File: src/rtl/pic_pkg.sv
package pic_pkg;
  localparam int NUM_LVL = 8;
  localparam int LVL_W   = $clog2(NUM_LVL);
  localparam int DATA_W  = 8;

  // command byte bit positions (decoded behaviour, fixed)
  localparam int B_INIT = 4;
  localparam int B_KIND = 3;
  localparam int B_POLL = 2;

  typedef struct packed {
    logic             skip;      // second init word, discarded
    logic             init;      // initialisation start
    logic             mask_ld;   // load mask register
    logic             eoi_top;   // clear highest in-service bit
    logic             rot_top;   // ... and make it lowest priority
    logic             eoi_lvl;   // clear named in-service bit
    logic             set_low;   // named level becomes lowest
    logic             smm_we;
    logic             smm_val;
    logic             sel_we;
    logic             sel_val;   // 1 = in-service register
    logic             mode_wr;   // mode word written (poll field valid)
    logic             poll;
    logic [LVL_W-1:0] lvl;
  } pic_cmd_t;
endpackage

File: src/rtl/pic_sync.sv
module pic_sync #(
  parameter int unsigned W       = 1,
  parameter int unsigned STAGES  = 2,
  parameter logic [W-1:0] RST_VAL = '0
) (
  input  logic         clk,
  input  logic         rst,
  input  logic [W-1:0] d,
  output logic [W-1:0] q
);
  logic [STAGES-1:0][W-1:0] chain;

  always_ff @(posedge clk) begin
    if (rst) begin
      for (int k = 0; k < int'(STAGES); k++) chain[k] <= RST_VAL;
    end else begin
      chain[0] <= d;
      for (int k = 1; k < int'(STAGES); k++) chain[k] <= chain[k-1];
    end
  end

  assign q = chain[STAGES-1];
endmodule

File: src/rtl/pic_resolver.sv
// Finds the highest-priority set bit; priority starts one above 'low'
// and wraps, so 'low' itself is the lowest priority.
module pic_resolver #(
  parameter int unsigned N  = 8,
  parameter int unsigned LW = $clog2(N)
) (
  input  logic [N-1:0]  vec,
  input  logic [LW-1:0] low,
  output logic          found,
  output logic [LW-1:0] lvl
);
  logic [LW-1:0] idx;

  always_comb begin
    found = 1'b0;
    lvl   = '0;
    idx   = '0;
    for (int i = int'(N) - 1; i >= 0; i--) begin
      idx = low + LW'(i + 1);
      if (vec[idx]) begin
        found = 1'b1;
        lvl   = idx;
      end
    end
  end
endmodule

File: src/rtl/pic_cmd_decode.sv
module pic_cmd_decode
  import pic_pkg::*;
(
  input  logic              addr,
  input  logic [DATA_W-1:0] data,
  input  logic              wait_second,
  output pic_cmd_t          cmd
);
  logic [2:0] op;
  logic       is_a0;

  assign op    = data[7:5];
  assign is_a0 = !addr && !wait_second;

  always_comb begin
    cmd         = '0;
    cmd.lvl     = data[LVL_W-1:0];
    cmd.skip    = wait_second;
    cmd.mask_ld = addr && !wait_second;
    if (is_a0) begin
      if (data[B_INIT]) begin
        cmd.init = 1'b1;
      end else if (!data[B_KIND]) begin
        unique case (op)
          3'b001: cmd.eoi_top = 1'b1;
          3'b101: begin cmd.eoi_top = 1'b1; cmd.rot_top = 1'b1; end
          3'b011: cmd.eoi_lvl = 1'b1;
          3'b110: cmd.set_low = 1'b1;
          3'b111: begin cmd.eoi_lvl = 1'b1; cmd.set_low = 1'b1; end
          default: ;
        endcase
      end else begin
        cmd.mode_wr = 1'b1;
        cmd.smm_we  = data[6];
        cmd.smm_val = data[5];
        cmd.sel_we  = data[1];
        cmd.sel_val = data[0];
        cmd.poll    = data[B_POLL];
      end
    end
  end
endmodule

File: src/rtl/poll_irq_ctrl.sv
module poll_irq_ctrl
  import pic_pkg::*;
#(
  parameter int unsigned SYNC_STAGES = 2
) (
  input  logic              clk,
  input  logic              rst,
  input  logic              cs_n,
  input  logic              wr_n,
  input  logic              rd_n,
  input  logic              addr,
  input  logic [DATA_W-1:0] din,
  output logic [DATA_W-1:0] dout,
  input  logic [NUM_LVL-1:0] irq_req,
  output logic              irq_out
);
  localparam int BUS_W = 4 + DATA_W;
  localparam logic [BUS_W-1:0] BUS_IDLE = {3'b111, {(1 + DATA_W){1'b0}}};
  localparam logic [LVL_W-1:0] LOW_DEF = LVL_W'(NUM_LVL - 1);
  localparam int PAD_W = DATA_W - 1 - LVL_W;

  // ---------------- synchronisers ----------------
  logic [BUS_W-1:0]   bus_s;
  logic [NUM_LVL-1:0] req_s;

  pic_sync #(.W(BUS_W), .STAGES(SYNC_STAGES), .RST_VAL(BUS_IDLE)) i_bus_sync (
    .clk(clk), .rst(rst), .d({cs_n, wr_n, rd_n, addr, din}), .q(bus_s)
  );
  pic_sync #(.W(NUM_LVL), .STAGES(SYNC_STAGES), .RST_VAL('0)) i_req_sync (
    .clk(clk), .rst(rst), .d(irq_req), .q(req_s)
  );

  logic              s_cs_n, s_wr_n, s_rd_n, s_addr;
  logic [DATA_W-1:0] s_data;
  assign {s_cs_n, s_wr_n, s_rd_n, s_addr, s_data} = bus_s;

  logic               wr_prev, rd_prev;
  logic [NUM_LVL-1:0] req_prev;
  logic               wr_evt, rd_evt, init_evt;
  logic [NUM_LVL-1:0] req_rise;

  assign wr_evt   = wr_prev && !s_wr_n && !s_cs_n;
  assign rd_evt   = rd_prev && !s_rd_n && !s_cs_n;
  assign req_rise = req_s & ~req_prev;

  // ---------------- state ----------------
  logic [NUM_LVL-1:0] irr_q, isr_q, imr_q;
  logic [LVL_W-1:0]   low_q;
  logic               smm_q, sel_isr_q, poll_q, second_q;

  pic_cmd_t cmd;
  pic_cmd_decode i_decode (
    .addr(s_addr), .data(s_data), .wait_second(second_q), .cmd(cmd)
  );
  assign init_evt = wr_evt && cmd.init;

  // ---------------- priority ----------------
  logic [NUM_LVL-1:0] cand_vec;
  logic               req_found, isv_found;
  logic [LVL_W-1:0]   req_lvl, isv_lvl;

  assign cand_vec = smm_q ? (irr_q & ~isr_q) : irr_q;

  pic_resolver #(.N(NUM_LVL), .LW(LVL_W)) i_req_res (
    .vec(cand_vec), .low(low_q), .found(req_found), .lvl(req_lvl)
  );
  pic_resolver #(.N(NUM_LVL), .LW(LVL_W)) i_isr_res (
    .vec(isr_q), .low(low_q), .found(isv_found), .lvl(isv_lvl)
  );

  function automatic logic [LVL_W-1:0] rank_of(input logic [LVL_W-1:0] l,
                                              input logic [LVL_W-1:0] lo);
    return l - lo - LVL_W'(1);
  endfunction

  logic grant;
  assign grant = req_found &&
                 (smm_q || !isv_found || (rank_of(req_lvl, low_q) < rank_of(isv_lvl, low_q)));

  logic poll_rd, poll_hit;
  assign poll_rd  = rd_evt && poll_q && !s_addr;
  assign poll_hit = poll_rd && grant;

  // ---------------- next state ----------------
  logic [NUM_LVL-1:0] irr_n, isr_n, imr_n, ack_bit, isr_clr;
  logic [LVL_W-1:0]   low_n;
  logic               smm_n, sel_n, poll_n, second_n;
  logic [DATA_W-1:0]  dout_n;

  always_comb begin
    ack_bit = '0;
    if (poll_hit) ack_bit[req_lvl] = 1'b1;

    isr_clr = '0;
    if (wr_evt && cmd.eoi_top && isv_found) isr_clr[isv_lvl] = 1'b1;
    if (wr_evt && cmd.eoi_lvl)              isr_clr[cmd.lvl] = 1'b1;

    imr_n = imr_q;
    if (wr_evt && cmd.mask_ld) imr_n = s_data[NUM_LVL-1:0];
    if (init_evt)              imr_n = '0;

    irr_n = init_evt ? '0 : (((irr_q & ~ack_bit) | req_rise) & ~imr_n);
    isr_n = (isr_q & ~isr_clr) | ack_bit;

    low_n = low_q;
    if (wr_evt && cmd.rot_top && isv_found) low_n = isv_lvl;
    if (wr_evt && cmd.set_low)              low_n = cmd.lvl;
    if (init_evt)                           low_n = LOW_DEF;

    smm_n    = smm_q;
    sel_n    = sel_isr_q;
    poll_n   = rd_evt ? 1'b0 : poll_q;
    second_n = second_q;
    if (wr_evt) begin
      second_n = cmd.init;
      if (cmd.smm_we)  smm_n  = cmd.smm_val;
      if (cmd.sel_we)  sel_n  = cmd.sel_val;
      if (cmd.mode_wr) poll_n = cmd.poll;
      if (cmd.init) begin
        smm_n  = 1'b0;
        sel_n  = 1'b0;
        poll_n = 1'b0;
      end
    end

    dout_n = dout;
    if (rd_evt) begin
      if (s_addr)       dout_n = DATA_W'(imr_q);
      else if (poll_q)  dout_n = grant ? {1'b1, {PAD_W{1'b0}}, req_lvl} : '0;
      else if (sel_isr_q) dout_n = DATA_W'(isr_q);
      else              dout_n = DATA_W'(irr_q);
    end
  end

  always_ff @(posedge clk) begin
    if (rst) begin
      wr_prev   <= 1'b1;
      rd_prev   <= 1'b1;
      req_prev  <= '0;
      irr_q     <= '0;
      isr_q     <= '0;
      imr_q     <= '0;
      low_q     <= LOW_DEF;
      smm_q     <= 1'b0;
      sel_isr_q <= 1'b0;
      poll_q    <= 1'b0;
      second_q  <= 1'b0;
      dout      <= '0;
      irq_out   <= 1'b0;
    end else begin
      wr_prev   <= s_wr_n;
      rd_prev   <= s_rd_n;
      req_prev  <= req_s;
      irr_q     <= irr_n;
      isr_q     <= isr_n;
      imr_q     <= imr_n;
      low_q     <= low_n;
      smm_q     <= smm_n;
      sel_isr_q <= sel_n;
      poll_q    <= poll_n;
      second_q  <= second_n;
      dout      <= dout_n;
      irq_out   <= grant;
    end
  end
endmodule

File: config.mk
export PLATFORM = sky130hd
export DESIGN_NAME = poll_irq_ctrl
export DESIGN_NICKNAME = d
export VERILOG_FILES = /design/src/rtl/pic_pkg.sv /design/src/rtl/pic_sync.sv /design/src/rtl/pic_resolver.sv /design/src/rtl/pic_cmd_decode.sv /design/src/rtl/poll_irq_ctrl.sv
export SDC_FILE = /design/constraint.sdc
export NUM_CORES = 1
export LEC_CHECK = 0
export BUFFER_PORTS_ARGS = -buffer_cell sky130_fd_sc_hd__clkbuf_2
export CAP_MARGIN = 5
export CORE_MARGIN = 2
export CORE_UTILIZATION = 49
export DETAILED_ROUTE_END_ITERATION = 7
export PLACE_DENSITY = 0.66
export SLEW_MARGIN = 10
export SYNTH_ARGS = -nofsm -noshare
export SYNTH_HDL_FRONTEND = slang
export SYNTH_HIERARCHICAL = 1
export SYNTH_SLANG_ARGS = --single-unit
File: constraint.sdc
create_clock -name clk -period 5.7 [get_ports clk]
set_input_delay 1.14 -clock clk [delete_from_list [all_inputs] [get_ports clk]]
set_output_delay 1.14 -clock clk [all_outputs]
set_load 0.01 [all_outputs]
* Word-level counts from Yosys, hierarchy flattened *
Cells that the tools add are included.

word-level totals
  output and inout bits = 9
  input bits = 22
  bits in registers = 90

operators by class
  mux-type cells = 100
  reductions and logical operators = 38
  add/subtract/negate cells = 11
  equal/unequal tests = 5
  bitwise gates (word level) = 13
  order comparisons = 15

operators by type and width
  operator               number
  $mux W8                10
  $mux W3                18
  $mux W1                49
  $bmux W1 S3            16
  $lt A3 B4 Y1 const B   11
  $and A8 B8 Y8          5
  $not A8 Y8             5
  $or A8 B8 Y8           3
  $logic_and A1 B1 Y1    21
  $mux W10               2
  $add A3 B3 Y3 const B  4
  $demux W1 S3           3
  $eq A3 B3 Y1 const B   3
  $ge A3 B1 Y1 const B   3
  $reduce_or A2 Y1       4
  $add A3 B2 Y3 const B  2
  $logic_not A1 Y1       6
  $mux W6                1
  $reduce_bool A2 Y1     3
  $sub A3 B1 Y3 const B  2
  $sub A3 B3 Y3          2
  $mux W4                1
  $reduce_and A2 Y1      2
  $add A3 B1 Y3 const B  1
  other kinds (4)        5

* Logic depth before layout (Yosys ltp) *
Gate-level depths: netlist of the first run.

  word-level depth = 24
  mapped depth = 20

* Cells and area by module *
Netlist of the first run, hierarchy kept.

modules (own cells, without submodules)
  module                  area an instance (µm²)  times used  seq. area each (µm²)  cells an instance
  poll_irq_ctrl           2608.8                  1           1001.0                291
  pic_resolver            674.4                   2           0.0                   77
  pic_sync at i_bus_sync  739.5                   1           480.5                 62
  pic_sync at i_req_sync  524.3                   1           320.3                 41
  pic_cmd_decode          143.9                   1           0.0                   20

* Worst setup path after synthesis of the first run *
Ideal clock, no wire load.

  path type = reg-to-reg
  start point = register low_q[1]
  end point = register dout[0]
  library setup time = 91 ps
  stages on the path, launching flop included = 20
  setup slack = 972 ps
  required time = 5609 ps
  buffers on the path = 2
  arrival = 4637 ps
  period minus slack after synthesis = 4728 ps
  cells stage by stage = dfxtp_1 -> clkbuf_1 -> inv_1 -> ha_1 -> buf_6 -> mux4_2 -> mux2_2 -> a21oi_1 -> o21ai_0 -> a31oi_1 -> ha_1 -> inv_1 -> fa_1 -> xor2_1 -> xnor2_1 -> ha_1 -> or2_1 -> a21oi_2 -> o211ai_1 -> a311oi_1

on the way
  cells in the longest elaborated chain, start to end = 18

RTL lines
  what                                                      line                                    RTL
  start, declared                                           poll_irq_ctrl.sv:48                     logic [LVL_W-1:0] low_q;
  start signal, assigned                                    poll_irq_ctrl.sv:157                    low_q <= low_n;
  $add A3 B3 Y3 or $bmux W1 S3 (tied branches)              pic_resolver.sv:19, pic_resolver.sv:20
  $bmux W1 S3 or $mux W1 (tied branches)                    pic_resolver.sv:20                      if (vec[idx]) begin
  $mux W1 (implied by the code) or $mux W3 (tied branches)  pic_resolver.sv:20
  $mux W3 (6 in a row)                                      pic_resolver.sv:20
  $mux W3 (*)                                               pic_resolver.sv:20
  net isv_lvl[0]                                            poll_irq_ctrl.sv:60                     logic [LVL_W-1:0] req_lvl, isv_lvl;
  $sub A3 B3 Y3 (*)                                         poll_irq_ctrl.sv:73                     return l - lo - LVL_W'(1);
  $sub A3 B1 Y3 (*)                                         poll_irq_ctrl.sv:73
  $lt A3 B3 Y1 (*)                                          poll_irq_ctrl.sv:78                     (smm_q || !isv_found || (rank_of(req_lvl, low_q) < rank_of(isv_lvl, low_q)));
  $logic_or A1 B1 Y1 (*)                                    poll_irq_ctrl.sv:78
  $logic_and A1 B1 Y1 (*)                                   poll_irq_ctrl.sv:77                     assign grant = req_found &&
  $mux W8 (*) (2 in a row)                                  poll_irq_ctrl.sv:129                    else if (poll_q) dout_n = grant ? {1'b1, {PAD_W{1'b0}}, req_lvl} : '0;
  $mux W8 (*)                                               poll_irq_ctrl.sv:128                    if (s_addr) dout_n = DATA_W'(imr_q);
  end signal, assigned                                      poll_irq_ctrl.sv:162                    dout <= dout_n;
  end, declared                                             poll_irq_ctrl.sv:13                     output logic [DATA_W-1:0] dout,

Mark *: on every way through the listed nets, which the timed path passes. The rest lies on a longest branch. The select of a mux whose other input is x is not followed.
A chain may end at the register's enable or synchronous reset.

* Worst setup path in the final report of the first run *
  start point = register low_q[1]
  end point = register isr_q[5]

on the way
  cells in the longest elaborated chain, start to end = 20

RTL lines
  what                                                      line                                    RTL
  $add A3 B3 Y3 or $bmux W1 S3 (tied branches)              pic_resolver.sv:19, pic_resolver.sv:20
  $bmux W1 S3 or $mux W1 (tied branches)                    pic_resolver.sv:20
  $mux W1 (implied by the code) or $mux W3 (tied branches)  pic_resolver.sv:20
  $mux W3 (6 in a row)                                      pic_resolver.sv:20
  $mux W3 (*)                                               pic_resolver.sv:20
  net isv_lvl[0]                                            poll_irq_ctrl.sv:60
  branches (longest 9 deep; another with $sub A3 B3 Y3)     n/a
  $or A8 B8 Y8 (*)                                          poll_irq_ctrl.sv:103                    isr_n = (isr_q & ~isr_clr) | ack_bit;
  end signal, assigned                                      poll_irq_ctrl.sv:155                    isr_q <= isr_n;
  end, declared                                             poll_irq_ctrl.sv:47                     logic [NUM_LVL-1:0] irr_q, isr_q, imr_q;

Mark *: on every way through the listed nets, which the timed path passes. The select of a mux whose other input is x is not followed.

==> run_results.csv, run 1 <==
group,metric,value,unit
status,run_status,"completed",
pwr,power_switching_share,31.3,%
worst_setup_path,startpoint_type,"register",
synth,syn-cell-area,0.00536,sq mm
route,viasPerCell,5.94,
timing,setup-violations-final,0,
clocking,clock_tree.root_cell,"sky130_fd_sc_hd__clkbuf_8",
die,io_pins,31,
clocking,clock_tree_from_tritoncts,"done",
worst_setup_path,type_of_element_capturing_the_critical_path,"register",
cells_and_area,final_core_util,52.1,%
global_routing,globalRoute.totalOverflow,0,
route,route.final.wire_length,11800,um
synth,synth_fp_nets,599,
worst_setup_path,crit_end,"isr_q[5]",
route,route.antenna.remaining_nets,0,
pwr,intPower,1.04,mW
die,die_width,109,um
global_routing,grt_first_pass_wirelength,19600,um
route,detailedRoute.firstIterationViolations,338,
clocking,cts-root-to-sink-buffers,2,
timing,final-max-slew-violation-count,0,
placement,dp_cells,694,
hold_path,min_path_type,"register to register",
route,routed-via-count,4217,
cells_and_area,finish.instance_area,0.00560,sq mm
clocking,number_of_h_tree_levels,3,
worst_setup_path,crit_path_max_fanout,22,
worst_setup_path,regToRegStartpoint,"low_q[1]",
clocking,worst_setup_hold_path_clk_slew,90,ps
worst_setup_path,rr_endpoint,"isr_q[5]",
timing,min_period,5080,ps
clocking,ctsHoldBuffers,0,
worst_setup_path,r2r_setup_slack,620,ps
timing,setup_total_negative_slack,0,ps
timing,finalWorstSetupSlack,625,ps
die,design.die.area,0.0118,sq mm
pwr,clockPowerShare,29.8,%
clocking,cts.sink_count,90,
synth,synth-warning-count,6,
synth,instance_count_of_the_mapped_netlist,567,
placement,dp_worst_setup_slack,738,ps
global_routing,antenna_found_initial,0,
placement,hpwlAfterDp,8800,um
cells_and_area,proportion_of_layout_cells_with_a_drive_suffix_above_1,21.9,%
cells_and_area,antenna-diode-count,0,
timing,max_slew.worst_pin.slew,1000,ps
timing,timing.slew.headroom,32.7,%
placement,placedInstanceArea,0.00539,sq mm
die,placementRows,38,
clocking,clock_latency_late_sink,360,ps
cells_and_area,final-instance-count-excl-fill,710,
timing,fmaxAchievable,0.197,GHz
die,placeableCoreArea,0.0107,sq mm
hold_path,holdCritStartpoint,"i_bus_sync/chain[9]",
worst_setup_path,worst-r2r-cell-count,16,
pwr,pwr_density_cell,271,mW/mm^2
route,detail_route.first_pass.iterations,5,
flow_run,max-cap-violations,0,
worst_setup_path,timing.critical_path.arrival,5370,ps
clocking,post-cts-setup-buffers,0,
pwr,vdd_drop_max,0.221,mV
pwr,power.leakage,2.10,nW
clocking,tritoncts.num_buffers,9,
pwr,pwr-share-seq,45.1,%
worst_setup_path,critical_path_required,6000,ps
timing,timing.final.hold_violations,0,
die,initial_core_util,49.9,%
clocking,post_cts.resized_instances,0,
timing,skew,11.2,ps
pwr,comb_power_share,25.1,%
global_routing,grt_pass1_vias,3920,
placement,gp_routability_congestion,0.931,
timing,grt_setup_unrepaired,"false",
placement,place.port_buffers,30,
route,drt-wirelength-per-cell,16.6,um
hold_path,holdPathStages,1,
worst_setup_path,crit_type,"register to register",
worst_setup_path,startpoint,"low_q[1]",
cells_and_area,area_growth_syn_to_layout,4.55,%
cells_and_area,layout.nets,597,
global_routing,grt_util_all_layers,21.4,%
synth,avgSynthCellArea,9.45,sq um
timing,finalCritPeriodShare,89.0,%
pwr,netSwitchingPower,476,uW
die,die_height,109,um
global_routing,grt_max_degree,72,
route,remaining_drc_errors,0,
cell type report:
| class | instances | area (sq um) |
|---|---|---|
| clock inverter | 5 | 60.1 |
| inverter | 18 | 67.6 |
| tap | 140 | 175 |
| clock buffer | 11 | 151 |
| multi-input combinational | 410 | 3150 |
| timing repair buffer | 36 | 195 |
| fill | 1009 | 5140 |
| sequential | 90 | 1800 |
through the flow:
stage | power, mW | hold WS (ps)
4_1_cts | 1.52 | 407
3_5_place_dp | 1.07 | 387
5_1_grt | 1.61 | 425
3_3_place_gp | 1.07 | 391
6_report | 1.52 | 407
2_1_floorplan | 0.993 | 383
power by group through the flow:
stage / logic [mW] / registers (mW) / clock network (mW)
after CTS: 0.377 / 0.684 / 0.463
final: 0.382 / 0.685 / 0.453
after global routing: 0.420 / 0.689 / 0.496
after floorplan: 0.308 / 0.685 / 0
after global placement: 0.367 / 0.698 / 0
after detailed placement: 0.375 / 0.699 / 0
worst min-delay path by stage:
stage and end:
6_report i_bus_sync/q[9], 5_1_grt i_bus_sync/q[11], 4_1_cts i_bus_sync/q[9], 3_5_place_dp i_bus_sync/q[9], 3_3_place_gp i_bus_sync/q[11], 2_1_floorplan i_bus_sync/q[10]
critical path, cell delays in order, from the launching register on:
cell and delay, ps:
sky130_fd_sc_hd__dfxtp_1 440, sky130_fd_sc_hd__buf_4 330, sky130_fd_sc_hd__ha_1 220, sky130_fd_sc_hd__xor2_1 500, sky130_fd_sc_hd__mux2_2 420, sky130_fd_sc_hd__a21oi_1 140
sky130_fd_sc_hd__o21ai_0 120, sky130_fd_sc_hd__a31oi_1 460, sky130_fd_sc_hd__ha_1 260, sky130_fd_sc_hd__inv_1 50, sky130_fd_sc_hd__fa_1 370, sky130_fd_sc_hd__xor2_1 160
sky130_fd_sc_hd__xnor2_1 170, sky130_fd_sc_hd__ha_1 290, sky130_fd_sc_hd__a2111oi_0 700, sky130_fd_sc_hd__o21ai_0 210, sky130_fd_sc_hd__a21oi_1 170
per-layer routing:
layer	routed length [um]	part of all wire (%)	global-route usage, %	vias to the layer above
met5	0	0	0	-
met3	559	4.7	3.86	36
met2	5460	46	33.4	155
li1	-	-	-	2038
met4	401	3.4	9.34	0
met1	5360	46	29.1	1988
cells in the final DEF, fill, tap and decap left out, types with 8 or more instances in the layout:
cell type and n:
sky130_fd_sc_hd__mux2_2 22, sky130_fd_sc_hd__mux4_2 16, sky130_fd_sc_hd__inv_1 18, sky130_fd_sc_hd__nand2_1 24, sky130_fd_sc_hd__o221ai_1 8, sky130_fd_sc_hd__clkbuf_2 30, sky130_fd_sc_hd__clkbuf_8 11, sky130_fd_sc_hd__a21oi_1 40
sky130_fd_sc_hd__nand2b_1 10, sky130_fd_sc_hd__a211oi_1 10, sky130_fd_sc_hd__o21ai_0 17, sky130_fd_sc_hd__nand3_1 16, sky130_fd_sc_hd__a22oi_1 10, sky130_fd_sc_hd__a21boi_0 8, sky130_fd_sc_hd__dfxtp_1 90, sky130_fd_sc_hd__a31oi_1 11
sky130_fd_sc_hd__mux2i_1 18, sky130_fd_sc_hd__ha_1 8, sky130_fd_sc_hd__nor2b_1 42, sky130_fd_sc_hd__nor2_1 30
flip-flops by register name, indices dropped and copies added (netlist names):
register and flops:
i_bus_sync/chain 12, second_q 1, rd_prev 1, req_prev 8, i_bus_sync/q 12, i_req_sync/q 8, wr_prev 1, poll_q 1
i_req_sync/chain 8, low_q 3, imr_q 8, sel_isr_q 1, irr_q 8, isr_q 8, dout 8, smm_q 1
irq_out 1
Note: power is estimated with default switching activity, not from simulation.
==> run 2, diff against run 1 <==
--- a/config.mk
+++ b/config.mk
@@ -5,12 +5,11 @@
 export SDC_FILE = /design/constraint.sdc
 export NUM_CORES = 1
 export LEC_CHECK = 0
-export BUFFER_PORTS_ARGS = -buffer_cell sky130_fd_sc_hd__clkbuf_2
 export CAP_MARGIN = 5
 export CORE_MARGIN = 2
 export CORE_UTILIZATION = 49
 export DETAILED_ROUTE_END_ITERATION = 7
-export PLACE_DENSITY = 0.66
+export DONT_BUFFER_PORTS = 1
 export SLEW_MARGIN = 10
 export SYNTH_ARGS = -nofsm -noshare
 export SYNTH_HDL_FRONTEND = slang
==> constraint.sdc (replaced) <==
create_clock -name clk -period 5.7 [get_ports clk]
set_input_delay 0.57 -clock clk [delete_from_list [all_inputs] [get_ports clk]]
set_output_delay 0.57 -clock clk [all_outputs]
set_load 0.01 [all_outputs]
==> run 2 against run 1 <==
  * Final area shrank 2.8%
  * Wire length increased by 0.76%
  * Non-clock buffer count down 31
  * Highest routed layer unchanged
==> run_results.csv, run 2 (synthesized netlist as in run 1, its figures left out) <==
group,metric,value,unit
cells_and_area,layout.cells.most_common_list,"90 x sky130_fd_sc_hd__dfxtp_1, 42 x sky130_fd_sc_hd__nor2b_1, 40 x sky130_fd_sc_hd__a21oi_1, 30 x sky130_fd_sc_hd__nor2_1, 24 x sky130_fd_sc_hd__nand2_1",
global_routing,grt_util_all_layers,21.4,%
pwr,comb_power_share,24.3,%
placement,gp_routability_congestion,0.886,
cells_and_area,antenna-diode-count,0,
worst_setup_path,crit_type,"register to register",
cells_and_area,final-instance-count-excl-fill,679,
global_routing,grt_pass1_vias,3775,
timing,fmaxAchievable,0.197,GHz
route,drt-wirelength-per-cell,17.5,um
timing,finalWorstSetupSlack,623,ps
route,routed-via-count,4067,
cells_and_area,final_common_cell,"sky130_fd_sc_hd__dfxtp_1",
timing,timing.final.hold_violations,0,
timing,timing.slew.headroom,20.2,%
die,placementRows,38,
worst_setup_path,crit_path_max_fanout,8,
timing,min_period,5080,ps
worst_setup_path,rr_endpoint,"dout[2]",
timing,skew,10.6,ps
pwr,vdd_drop_max,0.205,mV
global_routing,antenna_found_initial,0,
worst_setup_path,regToRegStartpoint,"low_q[1]",
timing,setup_total_negative_slack,0,ps
worst_setup_path,r2r_setup_slack,620,ps
pwr,netSwitchingPower,467,uW
route,remaining_drc_errors,0,
clocking,clock_tree.root_cell,"sky130_fd_sc_hd__clkbuf_8",
timing,max_slew.worst_pin.slew,1190,ps
die,design.die.area,0.0118,sq mm
pwr,pwr-share-seq,45.8,%
worst_setup_path,worst-r2r-cell-count,17,
hold_path,holdPathEnd,"i_req_sync/q[5]",
placement,dp_worst_setup_slack,693,ps
pwr,clockPowerShare,29.9,%
clocking,cts.sink_count,90,
pwr,power.leakage,1.96,nW
clocking,clock_tree_from_tritoncts,"done",
clocking,cts-root-to-sink-buffers,2,
die,io_pins,31,
flow_run,max-cap-violations,0,
pwr,power_switching_share,31.1,%
route,viasPerCell,5.99,
worst_setup_path,type_of_element_capturing_the_critical_path,"register",
die,placeableCoreArea,0.0107,sq mm
placement,dp_cells,663,
placement,place.port_buffers,0,
hold_path,min_path_type,"input port to register",
die,initial_core_util,49.9,%
pwr,pwr_density_cell,276,mW/mm^2
die,die_width,109,um
hold_path,holdPathStages,1,
status,run_status,"completed",
cells_and_area,area_growth_syn_to_layout,1.61,%
clocking,worst_setup_hold_path_clk_slew,90,ps
cells_and_area,final_core_util,50.7,%
cells_and_area,num-fill-cells,1014,
pwr,overall_power,1.50,mW
timing,grt_setup_unrepaired,"false",
placement,hpwlAfterDp,8870,um
cells_and_area,proportion_of_layout_cells_with_a_drive_suffix_above_1,17.4,%
die,die_height,109,um
clocking,number_of_h_tree_levels,3,
route,detailedRoute.firstIterationViolations,299,
global_routing,grt_max_degree,73,
route,route.antenna.remaining_nets,0,
route,route.final.wire_length,11900,um
hold_path,holdCritStartpoint,"rst",
clocking,clock_latency_late_sink,360,ps
cells_and_area,layout.nets,566,
timing,setup-violations-final,0,
worst_setup_path,critical_path_required,5970,ps
worst_setup_path,startpoint_type,"register",
timing,finalCritPeriodShare,89.1,%
global_routing,grt_first_pass_wirelength,19500,um
clocking,post_cts.resized_instances,0,
timing,final-max-slew-violation-count,0,
worst_setup_path,timing.critical_path.arrival,5350,ps
clocking,tritoncts.num_buffers,9,
pwr,intPower,1.04,mW
clocking,post-cts-setup-buffers,0,
route,detail_route.first_pass.iterations,5,
global_routing,globalRoute.totalOverflow,0,
clocking,ctsHoldBuffers,0,
-- run 2: cell count changes in the layout (fill, tap and decap cells not counted), sizes merged --
cell,before,now
clkinv,1,2
inv,20,19
buf,6,5
clkbuf,41,11
-- run 2: per-layer routing --
| metal | wire [um] | vias up | global-route usage, % |
|---|---|---|---|
| met5 | 0 | - | 0 |
| met4 | 272 | 0 | 8.88 |
| met3 | 527 | 19 | 3.07 |
| met2 | 5750 | 121 | 34.5 |
| met1 | 5320 | 1952 | 28.6 |
| li1 | - | 1975 | - |
-- run 2: worst max-delay path by stage --
stage / start / to / slack, ps / depth (start not counted)
final: low_q[1] / dout[2] / 620 / 17
after global routing: low_q[1] / dout[2] / 230 / 17
after CTS: low_q[1] / dout[2] / 660 / 17
after detailed placement: low_q[1] / dout[2] / 690 / 17
after global placement: low_q[1] / dout[2] / 710 / 17
after floorplan: low_q[1] / dout[0] / 970 / 19
-- run 2: critical path, cell delays in order (launching register included) --
cell                       delay, ps
sky130_fd_sc_hd__dfxtp_1         500
sky130_fd_sc_hd__inv_1           110
sky130_fd_sc_hd__ha_1            500
sky130_fd_sc_hd__mux4_2          610
sky130_fd_sc_hd__mux2_2          320
sky130_fd_sc_hd__a21oi_1         110
sky130_fd_sc_hd__o21ai_0          90
sky130_fd_sc_hd__a31oi_1         480
sky130_fd_sc_hd__ha_1            260
sky130_fd_sc_hd__inv_1            50
sky130_fd_sc_hd__fa_1            370
sky130_fd_sc_hd__xor2_1          160
sky130_fd_sc_hd__xnor2_1         170
sky130_fd_sc_hd__ha_1            270
sky130_fd_sc_hd__or2_1           320
sky130_fd_sc_hd__a21oi_2         250
sky130_fd_sc_hd__o211ai_1        110
sky130_fd_sc_hd__a311oi_1        310
-- run 2: cell type report --
class                   count  area [sq um]  share of cell area, %
well taps                 140           175                   3.22
inverters                  18          67.6                   1.24
flip-flops and latches     90          1800                   33.1
clock buffers              11           151                   2.78
multi-input cells         410          3150                   57.9
repair buffers              5          37.5                  0.689
clock inverters             5          60.1                   1.10
-- run 2: power by group through the flow --
stage	logic, mW	clock network (mW)	registers (mW)
6_report	0.366	0.449	0.689
5_1_grt	0.407	0.483	0.693
4_1_cts	0.361	0.459	0.688
3_5_place_dp	0.360	0	0.703
3_3_place_gp	0.355	0	0.703
2_1_floorplan	0.308	0	0.685
-- run 2: stage by stage --
| step | hold WS, ps | cell area, sq um |
|---|---|---|
| 2_1_floorplan | 383 | 5360 |
| 3_3_place_gp | 389 | 5230 |
| 3_5_place_dp | 389 | 5230 |
| 4_1_cts | 259 | 5440 |
| 5_1_grt | 247 | 5440 |
| 6_report | 269 | 5440 |
